### config.mk
export PLATFORM = sky130hd
export DESIGN_NAME = adc_if_shifter
export DESIGN_NICKNAME = d
export VERILOG_FILES = /design/src/rtl/adc_if_pkg.sv /design/src/rtl/adc_if_shifter.sv
export SDC_FILE = /design/constraint.sdc
export NUM_CORES = 1
export LEC_CHECK = 0
export BUFFER_PORTS_ARGS = -buffer_cell sky130_fd_sc_hd__buf_4
export CORE_MARGIN = 2
export CORE_UTILIZATION = 45
export DETAILED_ROUTE_END_ITERATION = 10
export GPL_TIMING_DRIVEN = 0
export PLACE_DENSITY = 0.7
export SKIP_CTS_REPAIR_TIMING = 1
export SLEW_MARGIN = 15
export SYNTH_ARGS = -nofsm -noshare
export SYNTH_HDL_FRONTEND = slang
export SYNTH_SLANG_ARGS = --single-unit
export TNS_END_PERCENT = 10
### constraint.sdc
create_clock -name clk -period 1.7 [get_ports clk]
set_input_delay 0 -clock clk [delete_from_list [all_inputs] [get_ports clk]]
set_output_delay 0 -clock clk [all_outputs]
set_load 0.01 [all_outputs]
### src/rtl/adc_if_pkg.sv
package adc_if_pkg;
  parameter int unsigned ADC_WORD_W  = 24;
  parameter int unsigned ADC_DECIM   = 32;
  parameter int unsigned ADC_SETTLE  = 2357;
endpackage

### src/rtl/adc_if_shifter.sv
module adc_if_shifter #(
  parameter int unsigned WORD_W = adc_if_pkg::ADC_WORD_W
) (
  input  logic              clk,
  input  logic              rst_n,
  input  logic              sync_n,
  input  logic              tick,
  input  logic              smp_valid,
  input  logic [WORD_W-1:0] smp_data,
  input  logic              cs_n,
  input  logic              sclk,
  input  logic              sdi,
  output logic              msb
);
  localparam int unsigned CW = $clog2(WORD_W + 1);
  localparam logic [CW-1:0] CNT_FULL = CW'(WORD_W);

  logic              sclk_q;
  logic [WORD_W-1:0] sh;
  logic [WORD_W-1:0] word_q;
  logic [CW-1:0]     cnt;
  logic              pend;

  logic              fall;
  logic              busy;
  logic              load_now;
  logic [WORD_W-1:0] new_word;
  logic [WORD_W-1:0] load_val;

  assign fall     = sclk_q && !sclk;
  assign busy     = !cs_n && (cnt != '0) && (cnt < CNT_FULL);
  assign new_word = smp_valid ? smp_data : word_q;
  assign load_now = (tick || pend) && !busy;
  assign load_val = tick ? new_word : word_q;
  assign msb      = sh[WORD_W-1];

  always_ff @(posedge clk or negedge rst_n) begin
    if (!rst_n) begin
      sclk_q <= 1'b0;
      sh     <= '0;
      word_q <= '0;
      cnt    <= '0;
      pend   <= 1'b0;
    end else begin
      sclk_q <= sclk;
      if (tick) word_q <= new_word;
      if (!sync_n) begin
        pend <= 1'b0;
        cnt  <= '0;
      end else if (load_now) begin
        sh   <= load_val;
        cnt  <= '0;
        pend <= 1'b0;
      end else begin
        if (tick) pend <= 1'b1;
        if (fall && !cs_n) begin
          sh <= {sh[WORD_W-2:0], sdi};
          if (cnt != CNT_FULL) cnt <= cnt + CW'(1);
        end
      end
    end
  end
endmodule

==> out/metrics.cfg, run 1 <==
[logic_synthesis]
syn_inst = 169
synth_warnings = 0
yosysTopAreaCell = dfrtp_1
ys_ff_latch = 55
ys_types = 30
avgSynthCellArea_um2 = 14.0
netlist_top_cells_area = dfrtp_1 58%, mux2_2 11%, a221o_1 8.5%
yosysSeqAreaShare = 0.582
syn-num-nets = 203
synth_top_cell_area_share = 0.582
syn-cell-area_um2 = 2360

[floorplan]
io_pins = 33
die-area_um2 = 5850
num_rows = 26
initial_core_util = 0.466
die_w_um = 76.5
core-area_um2 = 5070
die_y_um = 76.5

[sta]
rsz0062_at_grt = yes
max_slew_margin = 0.548
fmax_ghz = 0.526
fin_ws_ps = -203
finalSetupViolations = 24
clock_skew_ps = 13.0
post-route-period-util = 1.12
fin_crit_ps = 1900
final_max_slew_viol_count = 0
hold_viol = 0
tightest_slew_ps = 679

[outcome]
status = finished, violations left
violations = negative setup slack

[grt]
grt_pass1_vias = 1572
grt_overflow = 0
grt_antenna_before_repair = 0
grt_max_degree = 56
grt_usage = 0.163
grt_pass1_wl_um = 7620

[critical_path]
end_kind = register
cpPeakStageDelay_ps = 410
reg2regPathDepth = 8
startpoint_type = register
cp_cell_sequence = inv_2 -> ha_4 -> nor4b_4 -> buf_4 -> o41a_4 -> nor2b_4 -> buf_4 -> a221o_2
required_ps = 1880
cpMostUsedCell = buf_4
critPathKind = reg2reg
crit_family = compound AO/OA/AOI/OAI gates
cp_slowest_cell = dfrtp_1
crit_arrival_ps = 2080
r2r_slack_ps = -200
r2r-start = cnt[1]
crit_fanout = 5
worstPathBufferInverterCount = 3
r2r-end = sh[2]

[route]
routed_wl_um = 4830
ant_nets = 0
vias = 1613
dr.pass1.iters = 4
drcViolationCount = 0
avgRoutedWirePerCell_um = 15.5
first_iter_violations = 122
viasPerCell = 5.17

[placed_design]
io_buffers = 32
gp_congestion = 0.790
dpl.hpwl_um = 3070
place_area_um2 = 2720

[clock_network]
cts_tree = yes
numClockSinks = 55
path_clk_slew_ps = 90
cts_buffer_depth = 2
clk_latency_ps = 300
htreeDepth = 2
numCtsBuffers = 5
cts_root_buf = clkbuf_8

[power]
leakagePower_uw = 0.00143
power_density_nw_per_um2 = 920
vdd.ir_drop.worst_uv = 462

[worst_hold_path]
hold_start = sync_n
holdPathStages = 3
hold_path_class = in2reg
hold_end = pend

[cells_and_area]
postLayoutCellArea_um2 = 3180
fin_util = 0.627
nets = 276
area_growth_syn_to_layout_pct = 34.6
drive_above_1_share = 0.388
insertedDiodeCount = 0

[run]
maxCapViolCount = 0

-- power by group --
part	switching [uW]	internal, uW	total (uW)
clock network	406	431	837
logic	185	310	495
registers	90.4	1500	1590
total	681	2240	2930
-- tightest hold or removal path, stage by stage --
cell and delay [ps]:
buf_4 120, o21ai_0 110, nor3_1 60
-- Yosys cell counts --
| cell type | number |
|---|---|
| and2b_1 | 7 |
| nor3_1 | 1 |
| o21ai_0 | 1 |
| nor3b_1 | 1 |
| or3b_2 | 1 |
| nor2b_2 | 1 |
| inv_1 | 3 |
| o21bai_2 | 1 |
| o41a_4 | 1 |
| a21o_2 | 1 |
| buf_6 | 3 |
| a221o_2 | 4 |
| nand4b_1 | 1 |
| xnor2_1 | 1 |
| nand2_1 | 3 |
| and2_2 | 1 |
| nand3_1 | 2 |
| nor2b_1 | 17 |
| nor4b_4 | 1 |
| ha_1 | 2 |
| a21boi_2 | 1 |
| nor2_1 | 4 |
| buf_2 | 4 |
| xor2_1 | 3 |
| clkbuf_1 | 2 |
| a221o_1 | 20 |
| dfrtp_1 | 55 |
| mux2_2 | 24 |
| nand4_1 | 2 |
| a21oi_1 | 1 |
-- flip-flops by register name, summed over array words and instances (netlist names) --
register,flops
cnt,5
pend,1
word_q,24
sh,24
sclk_q,1
-- worst max-delay path by stage --
stage                       from  endpoint  cells after the start
final                     cnt[1]     sh[2]                      8
after floorplan           cnt[1]    sh[10]                      8
after CTS                 cnt[1]    sh[21]                      7
after global routing      cnt[1]     sh[3]                      8
after detailed placement  cnt[1]    sh[21]                      7
after global placement    cnt[1]    sh[22]                      7
-- final cells by class --
cell class	count	area [um^2]
plain buffers	8	71.3
clock buffers	5	68.8
clock inverters	2	37.5
fillers	405	1890
inverters	3	11.3
multi-input cells	102	938
flip-flops and latches	55	1380
well taps	70	87.6
repair buffers	67	591
-- per-layer routing --
metal / vias to the layer above / wire length (um) / track usage
li1: 760 / - / -
met1: 818 / 2200 / 0.229
met2: 33 / 2460 / 0.256
met3: 2 / 163 / 0.0438
met4: 0 / 15 / 0.0327
met5: - / 0 / 0
-- cells by family (layout without fill, tap and decap cells) --
group	after synthesis	after routing	synth area share
and+or+nand+nor	42	42	0.117
AOI/OAI and AO/OA	30	30	0.130
xor gates and xnor gates	4	4	0.0148
DFF	55	55	0.582
adders and majority gates	2	2	0.0106
muxes	24	24	0.114
buffers and inverters	12	85	0.0307
-- stage by stage --
stage          setup TNS, ps  hold slack, ps  worst slack [ps]  std cells  power, uW
3_3_place_gp           -3800            77.0              -186        271       2020
5_1_grt                -5750            43.5              -266        312       3090
3_5_place_dp           -4870            83.4              -234        271       2050
4_1_cts                -5240            -248              -252        278       2890
6_report               -3800            27.4              -203        312       2930
2_1_floorplan           -737            -296             -36.9        169       1880
-- cells in the final DEF (no fill, tap or decap), types with 2 or more instances in the layout --
| master | count |
|---|---|
| clkbuf_8 | 5 |
| nor2_1 | 4 |
| dlygate4sd3_1 | 28 |
| dfrtp_1 | 55 |
| xor2_1 | 3 |
| buf_2 | 3 |
| buf_6 | 3 |
| mux2_2 | 24 |
| nand4_1 | 2 |
| inv_2 | 2 |
| nor2b_1 | 17 |
| nand2_1 | 3 |
| a221o_1 | 20 |
| nand3_1 | 2 |
| buf_4 | 38 |
| and2b_1 | 7 |
| a221o_2 | 4 |
Power figures use the tool's default switching activity.
==> run 2: changes to the inputs <==
- CORE_ASPECT_RATIO: not set -> 0.7
==> out/metrics.cfg, run 2 (synthesized netlist as in run 1, its figures left out) <==
[placed_design]
dpl.hpwl_um = 2840
io_buffers = 32
gp_congestion = 0.745
place_area_um2 = 2720
dp.cells = 273

[clock_network]
cts_tree = yes
numCtsBuffers = 5
cts_root_buf = clkbuf_8
clk_latency_ps = 300
htreeDepth = 2
cts_buffer_depth = 2
numClockSinks = 55
path_clk_slew_ps = 90

[cells_and_area]
insertedDiodeCount = 0
multi_input_area_um2 = 953
final_cell_mix = 55 x dfrtp_1, 41 x buf_4, 27 x dlygate4sd3_1, 24 x mux2_2, 20 x a221o_1
drive_above_1_share = 0.401
final_cell_count_no_fill = 319
area_growth_syn_to_layout_pct = 37.8
final_common_cell = dfrtp_1
nets = 281
nFillCells = 385
top_regs = sh x24, word_q x24, cnt x5
seq_area_um2 = 1380
postLayoutCellArea_um2 = 3260

[power]
p_switching_uw = 663
seqPwrFrac = 0.548
clkPwrFrac = 0.279
internal_power_uw = 2260
combPwrFrac = 0.173
leakagePower_uw = 0.00148
switching_share = 0.227
power_density_nw_per_um2 = 896
vdd.ir_drop.worst_uv = 487

[sta]
fmax_ghz = 0.530
fin_ws_ps = -187
tightest_slew_ps = 663
hold_viol = 0
final_max_slew_viol_count = 0
finalSetupViolations = 24
rsz0062_at_grt = yes
fin_crit_ps = 1890
hold_ws_ps = 9.98
post-route-period-util = 1.11
clock_skew_ps = 10.9
max_slew_margin = 0.558

[grt]
grt_antenna_before_repair = 0
grt_usage = 0.153
grt_util_met1 = 0.228
met3_usage = 0.0349
grt_busiest_layer = met1
grtUsageMet2 = 0.219
grt_overflow = 0
grt_max_degree = 56
grt_pass1_wl_um = 7000
grt_pass1_vias = 1444

[critical_path]
startpoint_type = register
end_kind = register
r2r_slack_ps = -190
crit_arrival_ps = 2070
required_ps = 1880
critPathKind = reg2reg
crit_fanout = 8

[run]
maxCapViolCount = 0

[route]
ant_nets = 0
vias = 1602
first_iter_violations = 71
viasPerCell = 5.02
avgRoutedWirePerCell_um = 14.7
drcViolationCount = 0
dr.pass1.iters = 4
routed_wl_um = 4690

[floorplan]
num_rows = 22
initial_core_util = 0.459
core-area_um2 = 5150
die_w_um = 90.6
io_pins = 33
die-area_um2 = 5860
die_y_um = 64.7

[worst_hold_path]
hold_path_class = in2reg

[outcome]
violations = negative setup slack
status = finished, violations left

-- run 2: through the flow --
step,utilization,setup TNS [ps],power (uW),worst slack (ps)
CTS,0.549,-5570,2870,-271
finish,0.633,-3500,2920,-187
global route,0.633,-5570,3080,-269
detailed placement,0.529,-5340,2050,-262
global placement,0.529,-5040,2030,-245
floorplan,-,-737,1880,-36.9
-- run 2: worst paths after layout --
check / start / endpoint / depth (start not counted)
max: cnt[0] / sh[22] / 8
max reg2reg: cnt[0] / sh[22] / 8
min in group asynchronous: rst_n / cnt[1] / 2
max in group asynchronous: rst_n / word_q[11] / 2
min: cs_n / pend / 3
min reg2reg: word_q[10] / word_q[10] / 1
-- run 2: metal layers --
layer	share of wire	vias to the layer above
li1	-	777
met1	0.49	794
met2	0.47	27
met3	0.032	4
met4	0.0094	0
met5	0	-
-- run 2: area by class of cell --
type                            count  share of cell area
Sequential cell                    55               0.422
Inverter                            3             0.00345
Buffer                              9              0.0273
Clock buffer                        6              0.0223
Multi-Input combinational cell    102               0.293
Tap cell                           72              0.0276
Clock inverter                      1             0.00921
Timing Repair Buffer               71               0.195
-- run 2: worst max-delay path, stage by stage (launching register included) --
cell      delay, ps
dfrtp_1         410
inv_2            80
ha_4            120
nor4b_4         220
buf_4           180
o21bai_4         80
a21boi_4        180
buf_2           200
a221o_1         300
-- run 2: power groups by stage --
stage	clock network, uW	logic [uW]	registers [uW]
final	814	506	1600
after global routing	906	557	1620
after CTS	843	435	1590
after detailed placement	0	434	1620
after global placement	0	422	1610
after floorplan	0	290	1590
==> run 3: changes to the inputs <==
- SETUP_SLACK_MARGIN: not set -> 0.4
==> out/metrics.cfg, run 3 (synthesized netlist as in run 1, its figures left out) <==
[outcome]
status = finished, violations left
violations = negative setup slack

[power]
vdd.ir_drop.worst_uv = 502
power_density_nw_per_um2 = 914
leakagePower_uw = 0.00143

[sta]
clock_skew_ps = 7.53
max_slew_margin = 0.554
hold_viol = 0
finalSetupViolations = 24
fin_setup_tns_ps = -3420
fin_crit_ps = 1870
final_max_slew_viol_count = 0
fmax_ghz = 0.536
post-route-period-util = 1.10
fin_ws_ps = -167
tightest_slew_ps = 669
rsz0062_at_grt = yes
hold_ws_ps = 6.52

[cells_and_area]
area_growth_syn_to_layout_pct = 34.6
final_common_cell = dfrtp_1
final_cell_mix = 55 x dfrtp_1, 37 x buf_4, 27 x dlygate4sd3_1, 24 x mux2_2, 20 x a221o_1
drive_above_1_share = 0.388
top_regs = sh x24, word_q x24, cnt x5
insertedDiodeCount = 0
nets = 274
final_cell_count_no_fill = 312
postLayoutCellArea_um2 = 3180
nFillCells = 394

[route]
routed_wl_um = 4440
first_iter_violations = 76
dr.pass1.iters = 4
avgRoutedWirePerCell_um = 14.2
viasPerCell = 5.08
ant_nets = 0
drcViolationCount = 0
vias = 1586

[placed_design]
gp_congestion = 0.745
place_area_um2 = 2720
dpl.hpwl_um = 2840
io_buffers = 32
dp.cells = 273
place_worst_setup_slack_ps = -262

[floorplan]
die_y_um = 64.7
core-area_um2 = 5150
die_w_um = 90.6
io_pins = 33
die-area_um2 = 5860
num_rows = 22
initial_core_util = 0.459

[clock_network]
numClockSinks = 55
cts_root_buf = clkbuf_8
path_clk_slew_ps = 90
cts_tree = yes
htreeDepth = 2
cts_buffer_depth = 2
numCtsBuffers = 5
clk_latency_ps = 300

[critical_path]
cpPeakStageDelay_ps = 400
cp_cell_sequence = inv_2 -> ha_4 -> nor4b_4 -> buf_4 -> o41a_4 -> nor2b_4 -> buf_6 -> buf_8 -> a221o_1
end_kind = register
startpoint_type = register
critPathKind = reg2reg
required_ps = 1940
crit_fanout = 10
cp_slowest_cell = dfrtp_1
worstPathBufferInverterCount = 4
crit_arrival_ps = 2110
crit_family = compound AO/OA/AOI/OAI gates

[grt]
grt_pass1_wl_um = 7000
grt_usage = 0.153
grt_overflow = 0
grt_max_degree = 56
grt_antenna_before_repair = 0
grt_pass1_vias = 1444

[run]
maxCapViolCount = 0

[worst_hold_path]
hold_path_class = in2reg

run 3: cell types whose count changed in the layout (fill, tap and decap cells not counted):
cell | previous run | this run
buf_4 | 41 | 37
clkbuf_16 | 2 | 0
a21oi_1 | 1 | 0
a21oi_2 | 0 | 1
buf_2 | 3 | 2
buf_6 | 4 | 5
clkbuf_4 | 1 | 0
run 3: where the power goes:
group | switching [uW] | internal [uW]
clock | 387 | 432
sequential | 91.8 | 1500
combinational | 180 | 312
run 3: path summary, 6_finish.rpt:
kind | startpoint | slack, ps | depth (start not counted) | end
max | cnt[0] | -170 | 9 | sh[21]
min | cs_n | 7 | 3 | pend
max reg2reg | cnt[0] | -170 | 9 | sh[21]
min reg2reg | word_q[14] | 500 | 1 | word_q[14]
max in group asynchronous | rst_n | 980 | 2 | sh[11]
min in group asynchronous | rst_n | 280 | 2 | cnt[1]
run 3: layer usage:
| layer | part of all wire | wire (um) | global-route usage |
|---|---|---|---|
| met1 | 0.50 | 2200 | 0.228 |
| met2 | 0.46 | 2030 | 0.219 |
| met5 | 0 | 0 | 0 |
| met3 | 0.033 | 147 | 0.0349 |
| met4 | 0.015 | 65 | 0.0538 |
run 3: layout make-up:
type	instances	area, um^2	share of cell area
buffer	9	96.3	0.0303
clock inverter	1	30.0	0.00944
sequential	55	1380	0.433
inverter	3	11.3	0.00354
clock buffer	6	72.6	0.0228
tap	72	90.1	0.0283
timing repair buffer	64	548	0.172
multi-input combinational	102	957	0.301
run 3: worst min-delay path, cell delays in order:
cell,delay [ps]
buf_4,100
a21o_2,120
nor3_1,50
run 3: per-stage QoR:
step                utilization  power [uW]
global placement          0.529        2030
finish                    0.618        2910
detailed placement        0.529        2050
global route              0.618        3060
floorplan                     -        1880
CTS                       0.549        2870
